===== src/rtl/cport_pkg.sv =====
package cport_pkg;

    localparam int WORD_W    = 16;
    localparam int CASC_W    = 3;
    localparam int MAX_UNITS = 1 << CASC_W;
    localparam int IDX_W     = CASC_W + 1;
    localparam int BCNT_W    = $clog2(WORD_W);

    typedef logic [WORD_W-1:0] word_t;
    typedef logic [CASC_W-1:0] casc_t;
    typedef logic [IDX_W-1:0]  fidx_t;
    typedef logic [BCNT_W-1:0] bcnt_t;

    typedef struct packed {
        logic  valid;
        fidx_t idx;
        word_t data;
    } rx_word_t;

    function automatic fidx_t fidx_inc(fidx_t v);
        return (v == {IDX_W{1'b1}}) ? v : v + fidx_t'(1);
    endfunction

    function automatic word_t shift_in(word_t v, logic b);
        return {v[WORD_W-2:0], b};
    endfunction

endpackage


===== src/rtl/cport_clkgen.sv =====
module cport_clkgen #(
    parameter int HALF = 2
) (
    input  logic clk,
    input  logic rst,
    output logic sclk,
    output logic rise_tick,
    output logic fall_tick
);
    localparam int CW = (HALF > 1) ? $clog2(HALF) : 1;

    logic [CW-1:0] cnt;
    logic          wrap;

    assign wrap      = (cnt == CW'(HALF - 1));
    assign rise_tick = wrap & ~sclk;
    assign fall_tick = wrap & sclk;

    always_ff @(posedge clk) begin
        if (rst) begin
            cnt  <= '0;
            sclk <= 1'b0;
        end else if (wrap) begin
            cnt  <= '0;
            sclk <= ~sclk;
        end else begin
            cnt <= cnt + CW'(1);
        end
    end

endmodule


===== src/rtl/cport_rx.sv =====
module cport_rx
    import cport_pkg::*;
(
    input  logic     clk,
    input  logic     rst,
    input  logic     fall_tick,
    input  logic     clear,
    input  logic     bit_in,
    input  logic     fs,
    output rx_word_t done_o,
    output logic     busy_o,
    output fidx_t    cur_idx_o
);
    localparam bcnt_t LAST = bcnt_t'(WORD_W - 1);

    logic  active;
    bcnt_t cnt;
    word_t sh;
    fidx_t idx;
    fidx_t fcnt;
    logic  partial;

    assign partial   = active && (cnt != LAST);
    assign busy_o    = active;
    assign cur_idx_o = idx;

    always_ff @(posedge clk) begin
        if (rst) begin
            active <= 1'b0;
            cnt    <= '0;
            sh     <= '0;
            idx    <= '0;
            fcnt   <= '0;
            done_o <= '0;
        end else begin
            done_o.valid <= 1'b0;
            if (fall_tick) begin
                if (active) begin
                    if (cnt == LAST) begin
                        done_o <= '{valid: 1'b1, idx: idx, data: shift_in(sh, bit_in)};
                        active <= 1'b0;
                    end else begin
                        sh  <= shift_in(sh, bit_in);
                        cnt <= cnt + bcnt_t'(1);
                    end
                end
                if (fs) begin
                    active <= 1'b1;
                    cnt    <= '0;
                    if (!partial) begin
                        idx  <= fcnt;
                        fcnt <= fidx_inc(fcnt);
                    end
                end
            end
            if (clear) begin
                fcnt <= '0;
            end
        end
    end

    // a finished word is reported only right after a sampling edge
    a_r4_done_on_fall: assert property (@(posedge clk) disable iff (rst)
        done_o.valid |-> $past(fall_tick));

    // an aborted partial word never surfaces as a finished word
    a_r9_abort_silent: assert property (@(posedge clk) disable iff (rst)
        (fall_tick && fs && partial) |=> !done_o.valid);

endmodule


===== src/rtl/cport_tx.sv =====
module cport_tx
    import cport_pkg::*;
(
    input  logic  clk,
    input  logic  rst,
    input  logic  rise_tick,
    input  logic  start_req,
    input  word_t first_word,
    input  logic  push,
    input  word_t push_data,
    input  logic  more_hint,
    output logic  sdo,
    output logic  sdofs
);
    localparam bcnt_t LAST = bcnt_t'(WORD_W - 1);

    logic  pend;
    word_t nxt;
    logic  nxt_vld;
    word_t sh;
    bcnt_t left;

    always_ff @(posedge clk) begin
        if (rst) begin
            pend    <= 1'b0;
            nxt     <= '0;
            nxt_vld <= 1'b0;
            sh      <= '0;
            left    <= '0;
            sdo     <= 1'b0;
            sdofs   <= 1'b0;
        end else begin
            if (push) begin
                nxt     <= push_data;
                nxt_vld <= 1'b1;
            end
            if (rise_tick) begin
                if (sdofs) begin
                    sdo     <= nxt[WORD_W-1];
                    sh      <= {nxt[WORD_W-2:0], 1'b0};
                    left    <= LAST;
                    nxt_vld <= 1'b0;
                    sdofs   <= 1'b0;
                end else if (left != '0) begin
                    sdo   <= sh[WORD_W-1];
                    sh    <= {sh[WORD_W-2:0], 1'b0};
                    left  <= left - bcnt_t'(1);
                    sdofs <= (left == bcnt_t'(1)) && (nxt_vld || push || more_hint);
                end else begin
                    sdo   <= 1'b0;
                    sdofs <= pend;
                    pend  <= 1'b0;
                end
            end
            if (start_req) begin
                pend    <= 1'b1;
                nxt     <= first_word;
                nxt_vld <= 1'b1;
            end
        end
    end

    // the sync bit only sits at a word boundary, never inside a word
    a_r2_fs_at_boundary: assert property (@(posedge clk) disable iff (rst)
        sdofs |-> (left == '0));

    // when a new word starts, its data has already been delivered
    a_r7_next_word_ready: assert property (@(posedge clk) disable iff (rst)
        (rise_tick && sdofs) |-> nxt_vld);

endmodule


===== src/rtl/cascade_serial_port.sv =====
module cascade_serial_port
    import cport_pkg::*;
#(
    parameter int SCLK_HALF = 2
) (
    input  logic              clk,
    input  logic              rst,
    input  logic              smp_strobe,
    input  logic              cfg_wr,
    input  logic [CASC_W-1:0] cfg_len,
    input  logic              loop_fs,
    input  logic [WORD_W-1:0] adc_word,
    input  logic              ser_in,
    input  logic              fs_in,
    output logic              ser_clk,
    output logic              ser_out,
    output logic              fs_out,
    output logic [WORD_W-1:0] dac_word,
    output logic              dac_load
);
    logic     rise_tick, fall_tick;
    logic     fs_int;
    casc_t    casc_q;
    rx_word_t rx_done;
    logic     rx_busy;
    fidx_t    rx_idx;
    logic     take, fwd, more;

    cport_clkgen #(.HALF(SCLK_HALF)) u_clk (
        .clk       (clk),
        .rst       (rst),
        .sclk      (ser_clk),
        .rise_tick (rise_tick),
        .fall_tick (fall_tick)
    );

    assign fs_int = loop_fs ? fs_out : fs_in;

    cport_rx u_rx (
        .clk       (clk),
        .rst       (rst),
        .fall_tick (fall_tick),
        .clear     (smp_strobe),
        .bit_in    (ser_in),
        .fs        (fs_int),
        .done_o    (rx_done),
        .busy_o    (rx_busy),
        .cur_idx_o (rx_idx)
    );

    assign take = rx_done.valid && (rx_done.idx == fidx_t'(casc_q));
    assign fwd  = rx_done.valid && (rx_done.idx <  fidx_t'(casc_q));
    assign more = rx_busy && (rx_idx < fidx_t'(casc_q));

    cport_tx u_tx (
        .clk        (clk),
        .rst        (rst),
        .rise_tick  (rise_tick),
        .start_req  (smp_strobe),
        .first_word (adc_word),
        .push       (fwd),
        .push_data  (rx_done.data),
        .more_hint  (more),
        .sdo        (ser_out),
        .sdofs      (fs_out)
    );

    always_ff @(posedge clk) begin
        if (rst) begin
            casc_q   <= '0;
            dac_word <= '0;
            dac_load <= 1'b0;
        end else begin
            if (cfg_wr) begin
                casc_q <= cfg_len;
            end
            dac_load <= take;
            if (take) begin
                dac_word <= rx_done.data;
            end
        end
    end

    logic [1:0] loads_seen;
    always_ff @(posedge clk) begin
        if (rst || smp_strobe) begin
            loads_seen <= '0;
        end else if (dac_load && loads_seen != 2'd3) begin
            loads_seen <= loads_seen + 2'd1;
        end
    end

    // at most one DAC update per sample interval
    a_r5_single_load: assert property (@(posedge clk) disable iff (rst)
        dac_load |-> (loads_seen == 2'd0));

endmodule


===== config.mk =====
export PLATFORM = sky130hd
export DESIGN_NAME = cascade_serial_port
export DESIGN_NICKNAME = d
export VERILOG_FILES = /design/src/rtl/cport_pkg.sv /design/src/rtl/cport_clkgen.sv /design/src/rtl/cport_rx.sv /design/src/rtl/cport_tx.sv /design/src/rtl/cascade_serial_port.sv
export SDC_FILE = /design/constraint.sdc
export NUM_CORES = 1
export LEC_CHECK = 0
export BUFFER_PORTS_ARGS = -buffer_cell sky130_fd_sc_hd__clkbuf_2
export CORE_ASPECT_RATIO = 1.4
export CORE_UTILIZATION = 43
export DETAILED_ROUTE_END_ITERATION = 8
export PLACE_DENSITY = 0.62
export SYNTH_ARGS = -nofsm -noshare
export SYNTH_HDL_FRONTEND = slang
export SYNTH_SLANG_ARGS = --single-unit

===== constraint.sdc =====
create_clock -name clk -period 2.5 [get_ports clk]
set_input_delay 0.25 -clock clk [delete_from_list [all_inputs] [get_ports clk]]
set_output_delay 0.25 -clock clk [all_outputs]
set_load 0.02 [all_outputs]

==> flow_summary.toml, run 1 <==
[yosys]
most_area_hungry_cell_type_in_the_yosys_netlist = "dfxtp_1"
cells_after_synth = 522
synth.most_common_cell = "dfxtp_1"
synth.distinct_cells = 44
ys.flop_type = "dfxtp_1"
ys_async_sr_fraction_pct = 0
synth_edf_count = 0
synth_nets = 557
yosysSeqAreaShare_pct = 47.4
synth_top_area_share_pct = 47.4
synth-warning-count = 0
syn_avg_cell_area_um2 = 8.90
ys_seq_elements = 110
ys_top_cells_by_count = "110 x dfxtp_1, 93 x nand2_1, 50 x nor2_1"
synth_area_leaders = "dfxtp_1 47%, mux2i_1 8.2%, nand2_1 7.5%"
syn-cell-area_um2 = 4650

[critical_path]
required_ns = 2.75
r2r-start = "u_tx.left[0]"
crit_path_max_fanout = 31
crit_buf_inv = 1
setup.worst_path.start_class = "flip-flop"
crit_family = "compound AO/OA/AOI/OAI gates"
worst_ep_arrival_time_ns = 2.49
worst-r2r-setup-slack_ns = 0.26
timing.critical_path.slowest_stage_cell = "o21a_1"
cp_max_stage_delay_ns = 0.76
r2r_cells = 6
timing.critical_path.cells = "inv_1, ha_1, or3b_1, o21a_1, nor2_1, a311oi_1"
reg2reg_to = "u_tx.left[0]"
end_kind = "flip-flop"
setup.worst_path.class = "flip-flop to flip-flop"

[sta]
worst_clock_skew_ns = 0.00689
max_clock_freq_mhz = 446
setup_viol = 0
tns_ns = 0
grt_setup_unrepaired = "false"
min_period_over_period_pct = 89.6
report.final.hold_viol_count = 0
worst_pin_slew_ns = 0.957
final_critical_delay_including_setup_and_external_delays_ns = 2.24
timing_max_transition_violations_final = 0
maxSlewHeadroom_pct = 36.2

[global_route]
grt_max_degree = 90
grt_usage_pct = 18.1
total_gr_overflow = 0
initial_antenna_violation_count = 0
via_count_of_the_first_global_routing_pass = 3473
grt_pass1_wl_um = 16600

[layout]
post-route-util_pct = 49.9
syn2layout_area_growth_pct = 12.4
multi_input_gate_area_in_the_final_layout_um2 = 2240
final_net_count = 579
filler_cell_count = 1029
area.sequential_um2 = 2200
layout-drive-gt1-share_pct = 13.0
diodes = 0

[worst_hold_path]
hold_class = "input pin to flip-flop"
whs_endpoint = "casc_q[2]"
hold_sp = "cfg_len[2]"
min_delay_path_depth = 3

[job]
max_cap_violations = 0

[run_status]
status = "complete, no violations"

[routing]
drt_pass1_iterations = 4
route.detailed.vias_per_inst = 5.33
initialDrtViolationCount = 211
wl_per_cell_um = 14.3
ant_nets = 0
routed_wl_um = 9790
detailroute.via_count = 3653
drt_drc_violations_left = 0

[die]
die-height_um = 125
core_area_um2 = 10500
chipWidth_um = 89.8
placementRows = 44
die_area_um2 = 11200
initial_core_util_pct = 44.4
floorplan.io_pins = 46

[cts]
cts_htree_levels = 3
post_cts_hold_buffer_count = 0
tritoncts = "built"
cts_num_sinks = 110
cts_max_path_buffers = 2
post_cts.resized_instances = 0
post_cts_buffers = 0
clkTransAtPathRegs_ns = 0.07
cts_root_buf = "clkbuf_16"
cts_inserted_buffers = 9
clkLatencyLatePin_ns = 0.35

[placement]
hpwlAfterDp_um = 6540
io_buffer_count = 45
finalWeightedCongestion = 0.798

[pwr]
worst_ir_drop_vdd_mv = 0.370
cellLeakagePower_nw = 1.96
p_per_area_nw_per_um2 = 679
power_w = 0.00355
through the flow:
step           setup slack, ns  cells  hold slack, ns  instance area (um2)
2_1_floorplan            0.706    522           0.386                 4650
3_3_place_gp             0.344    671           0.438                 4930
3_5_place_dp             0.268    671           0.447                 4930
4_1_cts                  0.266    686           0.135                 5220
5_1_grt                 0.0578    686           0.167                 5220
6_report                 0.259    686           0.139                 5220
worst max path at each step:
stage                 start            to  depth (start not counted)
5_1_grt        u_tx.left[0]    u_tx.sh[9]                          6
6_report       u_tx.left[0]  u_tx.left[0]                          6
4_1_cts        u_tx.left[0]  u_tx.left[0]                          6
3_5_place_dp   u_tx.left[0]  u_tx.left[1]                          6
2_1_floorplan     casc_q[1]  u_tx.nxt[15]                          7
3_3_place_gp      casc_q[1]   u_tx.nxt[8]                          6
area by class of cell:
| type | instances | share of cell area, % |
|---|---|---|
| sequential | 110 | 42.2 |
| clock buffer | 10 | 4.39 |
| multi-input combinational | 364 | 42.9 |
| tap | 138 | 3.31 |
| inverter | 7 | 0.503 |
| clock inverter | 5 | 1.15 |
| timing repair buffer | 52 | 5.61 |
per-layer routing:
layer | track usage, % | wire (um)
met5 | 0 | 0
met3 | 3.53 | 269
met2 | 29.1 | 4550
met1 | 23.9 | 4810
met4 | 7.04 | 161
report_power, final:
group / leakage, nW / total [W] / internal (W) / switching (W)
logic: 0.932 / 0.000292 / 0.000114 / 0.000178
registers: 0.892 / 0.00184 / 0.00181 / 0.0000389
clock network: 0.139 / 0.00141 / 0.000776 / 0.000634
total: 1.96 / 0.00355 / 0.00270 / 0.000850
state kept, by name (all words and copies together), names as in the netlist, 3 cells and up:
name and cells:
u_rx.sh 15, u_tx.sh 15, u_rx.cnt 4, u_rx.done_o 21, u_tx.nxt 16, casc_q 3, u_rx.fcnt 4, dac_word 16
u_tx.left 4, u_rx.cur_idx_o 4
worst min-delay path: cells and delay by family:
kind,cells,cell delay (ns)
mux,1,0.06
buf+inv,1,0.07
simple gates,1,0.07
cells in the final DEF (no fill, tap or decap), drive strengths merged, types with 6 or more instances in the layout:
| master | synthesis | final |
|---|---|---|
| a211oi | 16 | 16 |
| a21oi | 45 | 45 |
| a31oi | 16 | 16 |
| and3 | 7 | 7 |
| buf | 14 | 8 |
| clkbuf | 27 | 54 |
| dfxtp | 110 | 110 |
| ha | 9 | 9 |
| inv | 6 | 7 |
| mux2i | 39 | 39 |
| nand2 | 93 | 93 |
| nand3 | 9 | 9 |
| nor2 | 50 | 50 |
| o211ai | 16 | 16 |
| o21ai | 6 | 6 |
| or4b | 16 | 16 |
kinds of logic after synthesis:
| group | synth area share, % |
|---|---|
| AND/OR/NAND/NOR | 20.6 |
| AO/OA/AOI/OAI | 15.9 |
| flip-flops | 47.4 |
| buffers and inverters | 4.44 |
| multiplexers | 8.48 |
| adder cells (fa/ha/maj) | 2.42 |
| XOR/XNOR | 0.754 |
Power figures use the tool's default switching activity.
==> run 2, diff against run 1 <==
clock period = 2.7 ns   (was 2.5 ns; I/O delays follow)
==> flow_summary.toml, run 2 (synthesized netlist as in run 1, its figures left out) <==
[run_status]
status = "complete, no violations"

[pwr]
power.share.switching_pct = 24.8
comb_power_share_pct = 8.3
power_frac_seq_pct = 52.8
pwr-share-clk_pct = 38.9
worst_ir_drop_vdd_mv = 0.331
cellInternalPower_w = 0.00243
p_per_area_nw_per_um2 = 621
cellLeakagePower_nw = 1.95
switchingPower_w = 0.000802

[die]
die_area_um2 = 11200
placementRows = 44
initial_core_util_pct = 44.4
chipWidth_um = 89.8
die-height_um = 125
floorplan.io_pins = 46
core_area_um2 = 10500

[sta]
tns_ns = 0
timing_max_transition_violations_final = 0
setup_viol = 0
worst_pin_slew_ns = 0.968
final_critical_delay_including_setup_and_external_delays_ns = 2.23
grt_setup_unrepaired = "false"
min_period_over_period_pct = 82.7
report.final.hold_viol_count = 0
worst_clock_skew_ns = 0.00671
layout_setup_ws_ns = 0.467
maxSlewHeadroom_pct = 35.5
max_clock_freq_mhz = 448

[placement]
detailedPlace.worstSlack_ns = 0.487
dpl_cell_area_um2 = 4920
io_buffer_count = 45
finalWeightedCongestion = 0.839
hpwlAfterDp_um = 6440
placed_instances = 670

[critical_path]
worst-r2r-setup-slack_ns = 0.47
required_ns = 2.97
reg2reg_to = "u_tx.nxt[8]"
end_kind = "flip-flop"
crit_family = "simple AND/OR/NAND/NOR gates"
crit_buf_inv = 1
crit_path_max_fanout = 32
setup.worst_path.class = "flip-flop to flip-flop"
timing.critical_path.cells = "inv_1, ha_1, nor2b_1, o21a_1, or4b_1, a31oi_1"
cp_max_stage_delay_ns = 0.62
timing.critical_path.slowest_stage_cell = "or4b_1"
worst_ep_arrival_time_ns = 2.50
r2r_cells = 6
setup.worst_path.start_class = "flip-flop"
r2r-start = "casc_q[1]"

[global_route]
total_gr_overflow = 0
via_count_of_the_first_global_routing_pass = 3293
grt_pass1_wl_um = 16300
initial_antenna_violation_count = 0
grt_max_degree = 59
grt_usage_pct = 17.7

[layout]
syn2layout_area_growth_pct = 12.1
largest_register = "u_rx.done_o"
finish.cell_count_without_fillers = 686
top_regs = "u_rx.done_o (21), dac_word (16), u_tx.nxt (16)"
diodes = 0
post-route-cell-area_um2 = 5210
post-route-util_pct = 49.8
layout_commonest_cell = "dfxtp_1"
layout.cells.most_common_list = "110 x dfxtp_1, 93 x nand2_1, 50 x nor2_1"
largest_register_ff_count = 21
layout-drive-gt1-share_pct = 13.1
final_net_count = 578

[worst_hold_path]
hold_class = "input pin to flip-flop"
hold_sp = "cfg_len[2]"
whs_endpoint = "casc_q[2]"
min_delay_path_depth = 3

[job]
max_cap_violations = 0

[cts]
cts_inserted_buffers = 9
cts_root_buf = "clkbuf_16"
tritoncts = "built"
post_cts_hold_buffer_count = 0
cts_htree_levels = 3
clkTransAtPathRegs_ns = 0.07
clkLatencyLatePin_ns = 0.35
cts_max_path_buffers = 2
post_cts.resized_instances = 0
cts_num_sinks = 110
post_cts_buffers = 0

[routing]
drt_pass1_iterations = 4
initialDrtViolationCount = 126
ant_nets = 0
routed_wl_um = 9500
route.detailed.vias_per_inst = 5.24
detailroute.via_count = 3597
drt_drc_violations_left = 0
wl_per_cell_um = 13.9
run 2: changes by cell type in the layout (fill, tap and decap cells not counted), sizes merged:
cell	previous run	this run
bufinv	1	0
clkinv	3	4
buf	8	7
clkinvlp	1	2
run 2: worst min-delay path: stages:
cell	delay, ns
clkbuf_2	0.08
mux2i_1	0.05
nor2_1	0.07
run 2: worst max path at each step:
stage	cells past startpoint	from	end	slack [ns]
2_1_floorplan	7	casc_q[1]	u_tx.nxt[15]	0.91
3_3_place_gp	6	casc_q[1]	u_tx.nxt[8]	0.53
3_5_place_dp	6	casc_q[1]	u_tx.nxt[8]	0.49
4_1_cts	6	casc_q[1]	u_tx.nxt[8]	0.46
5_1_grt	6	u_tx.left[0]	u_tx.sh[9]	0.28
6_report	6	casc_q[1]	u_tx.nxt[8]	0.47
run 2: per-stage QoR:
stage                     power [W]  hold WS, ns
after floorplan             0.00194        0.406
after global placement      0.00200        0.439
after detailed placement    0.00201        0.446
after CTS                   0.00327        0.150
after global routing        0.00337        0.179
final                       0.00324        0.162
run 2: layer usage:
layer | GRT usage (%) | part of all wire [%]
met5 | 0 | 0
met4 | 7.91 | 1.9
met3 | 2.62 | 3.3
met2 | 26.7 | 46
met1 | 25.1 | 49
run 2: final cells by class:
type,instances,area (um2)
clock buffer,10,239
clock inverter,6,46.3
fill,1038,5250
inverter,7,26.3
multi-input combinational,364,2240
sequential,110,2200
tap,138,173
timing repair buffer,51,285
run 2: power by group through the flow:
stage / Clock, W / Combinational [W] / Sequential, W
floorplan: 0 / 0.000202 / 0.00174
global placement: 0 / 0.000261 / 0.00174
detailed placement: 0 / 0.000270 / 0.00174
CTS: 0.00130 / 0.000271 / 0.00171
global route: 0.00135 / 0.000303 / 0.00171
finish: 0.00126 / 0.000268 / 0.00171
==> run 3, diff against run 2 <==
PLACE_DENSITY = 0.64   (was 0.62)
clock period = 2 ns   (was 2.7 ns; I/O delays follow)
==> flow_summary.toml, run 3 (synthesized netlist as in run 1, its figures left out) <==
[cts]
post_cts.resized_instances = 0
cts_inserted_buffers = 9
cts_max_path_buffers = 2
clkTransAtPathRegs_ns = 0.08
post_cts_buffers = 0
tritoncts = "built"
cts_root_buf = "clkbuf_16"
cts_num_sinks = 110
post_cts_hold_buffer_count = 0
cts_htree_levels = 3
clkLatencyLatePin_ns = 0.35

[layout]
layout.cells.most_common_list = "109 x dfxtp_1, 93 x nand2_1, 50 x nor2_1"
largest_register_ff_count = 21
largest_register = "u_rx.done_o"
filler_cell_count = 992
layout-drive-gt1-share_pct = 14.7
post-route-cell-area_um2 = 5330
post-route-util_pct = 50.9
diodes = 0
layout_commonest_cell = "dfxtp_1"
syn2layout_area_growth_pct = 14.7
top_regs = "u_rx.done_o (21), dac_word (16), u_tx.nxt (16)"
final_net_count = 586

[critical_path]
worstSetupEndpoint = "u_tx.nxt[10]"
critical_path_start = "casc_q[2]"
setup.worst_path.start_class = "flip-flop"
crit_path_max_fanout = 17
required_ns = 2.28
r2r-start = "casc_q[2]"
reg2reg_to = "u_tx.nxt[10]"
setup.worst_path.class = "flip-flop to flip-flop"
end_kind = "flip-flop"
worst-r2r-setup-slack_ns = 0.11
r2r_cells = 5
worst_ep_arrival_time_ns = 2.17

[sta]
setup_viol = 0
maxSlewHeadroom_pct = 55.0
worst_clock_skew_ns = 0.0105
timing_max_transition_violations_final = 0
tns_ns = 0
min_period_over_period_pct = 94.5
layout_setup_ws_ns = 0.111
worst_pin_slew_ns = 0.675
final_critical_delay_including_setup_and_external_delays_ns = 1.89
max_clock_freq_mhz = 529
grt_setup_unrepaired = "false"
whs_ns = 0.0790
report.final.hold_viol_count = 0

[pwr]
power.share.switching_pct = 24.9
power_frac_seq_pct = 50.5
cellLeakagePower_nw = 2.02
p_per_area_nw_per_um2 = 855
pwr-share-clk_pct = 41.2
comb_power_share_pct = 8.3
worst_ir_drop_vdd_mv = 0.437
cellInternalPower_w = 0.00342
switchingPower_w = 0.00114

[die]
die_area_um2 = 11200
die-height_um = 125
placementRows = 44
chipWidth_um = 89.8
initial_core_util_pct = 44.4
floorplan.io_pins = 46
core_area_um2 = 10500

[routing]
drt_drc_violations_left = 0
route.detailed.vias_per_inst = 5.31
detailroute.via_count = 3682
drt_pass1_iterations = 5
routed_wl_um = 9790
wl_per_cell_um = 14.1
ant_nets = 0
initialDrtViolationCount = 226

[global_route]
grt_pass1_wl_um = 16300
via_count_of_the_first_global_routing_pass = 3410
grt_usage_pct = 17.7
initial_antenna_violation_count = 0
total_gr_overflow = 0
grt_max_degree = 74

[placement]
hpwlAfterDp_um = 6520
detailedPlace.worstSlack_ns = 0.0963
finalWeightedCongestion = 0.778
io_buffer_count = 45
dpl_cell_area_um2 = 4990

[worst_hold_path]
hold_class = "input pin to flip-flop"

[job]
max_cap_violations = 0

[run_status]
status = "complete, no violations"
-- run 3: cell types whose count changed in the layout (fill, tap and decap cells not counted), sizes merged --
cell	previous run	this run
bufinv	0	1
buf	7	14
or3b	2	3
inv	7	10
clkinvlp	2	0
clkinv	4	2
-- run 3: layer usage --
layer / share of wire [%] / GRT usage (%) / vias to the layer above
met2: 46 / 27.9 / 56
met5: 0 / 0 / -
met3: 3.6 / 4.20 / 8
li1: - / - / 1888
met4: 1.3 / 6.27 / 0
met1: 49 / 23.7 / 1730
-- run 3: power groups by stage --
stage / combinational (W) / clock (W) / sequential, W
floorplan: 0.000273 / 0 / 0.00235
global placement: 0.000370 / 0 / 0.00235
detailed placement: 0.000379 / 0 / 0.00235
CTS: 0.000380 / 0.00192 / 0.00230
global route: 0.000427 / 0.00200 / 0.00231
finish: 0.000378 / 0.00188 / 0.00230
-- run 3: critical path: stages (launching register included) --
cell and delay, ns:
dfxtp_1 0.34, inv_1 0.07, ha_2 0.21, or3b_4 0.49, or4b_1 0.53, a31oi_1 0.18
-- run 3: area by class of cell --
class	count	area (um2)	share of cell area (%)
Clock buffer	10	229	4.30
Clock inverter	6	86.3	1.62
Inverter	7	26.3	0.493
Multi-Input combinational cell	365	2260	42.4
Sequential cell	110	2200	41.3
Tap cell	138	173	3.24
Timing Repair Buffer	58	350	6.57
-- run 3: worst min-delay path by stage --
stage / startpoint / cells past startpoint / endpoint / slack [ns]
after CTS: ser_in / 3 / u_rx.sh[0] / 0.07
after detailed placement: ser_in / 3 / u_rx.sh[0] / 0.44
final: ser_in / 3 / u_rx.sh[0] / 0.08
after global placement: cfg_len[0] / 3 / casc_q[0] / 0.44
after floorplan: ser_in / 2 / u_rx.done_o[0] / 0.34
after global routing: cfg_len[1] / 3 / casc_q[1] / 0.11
-- run 3: stage by stage --
step | power [W] | instances
after floorplan | 0.00262 | 522
after global placement | 0.00272 | 677
after detailed placement | 0.00273 | 677
after CTS | 0.00460 | 693
after global routing | 0.00475 | 694
final | 0.00456 | 694
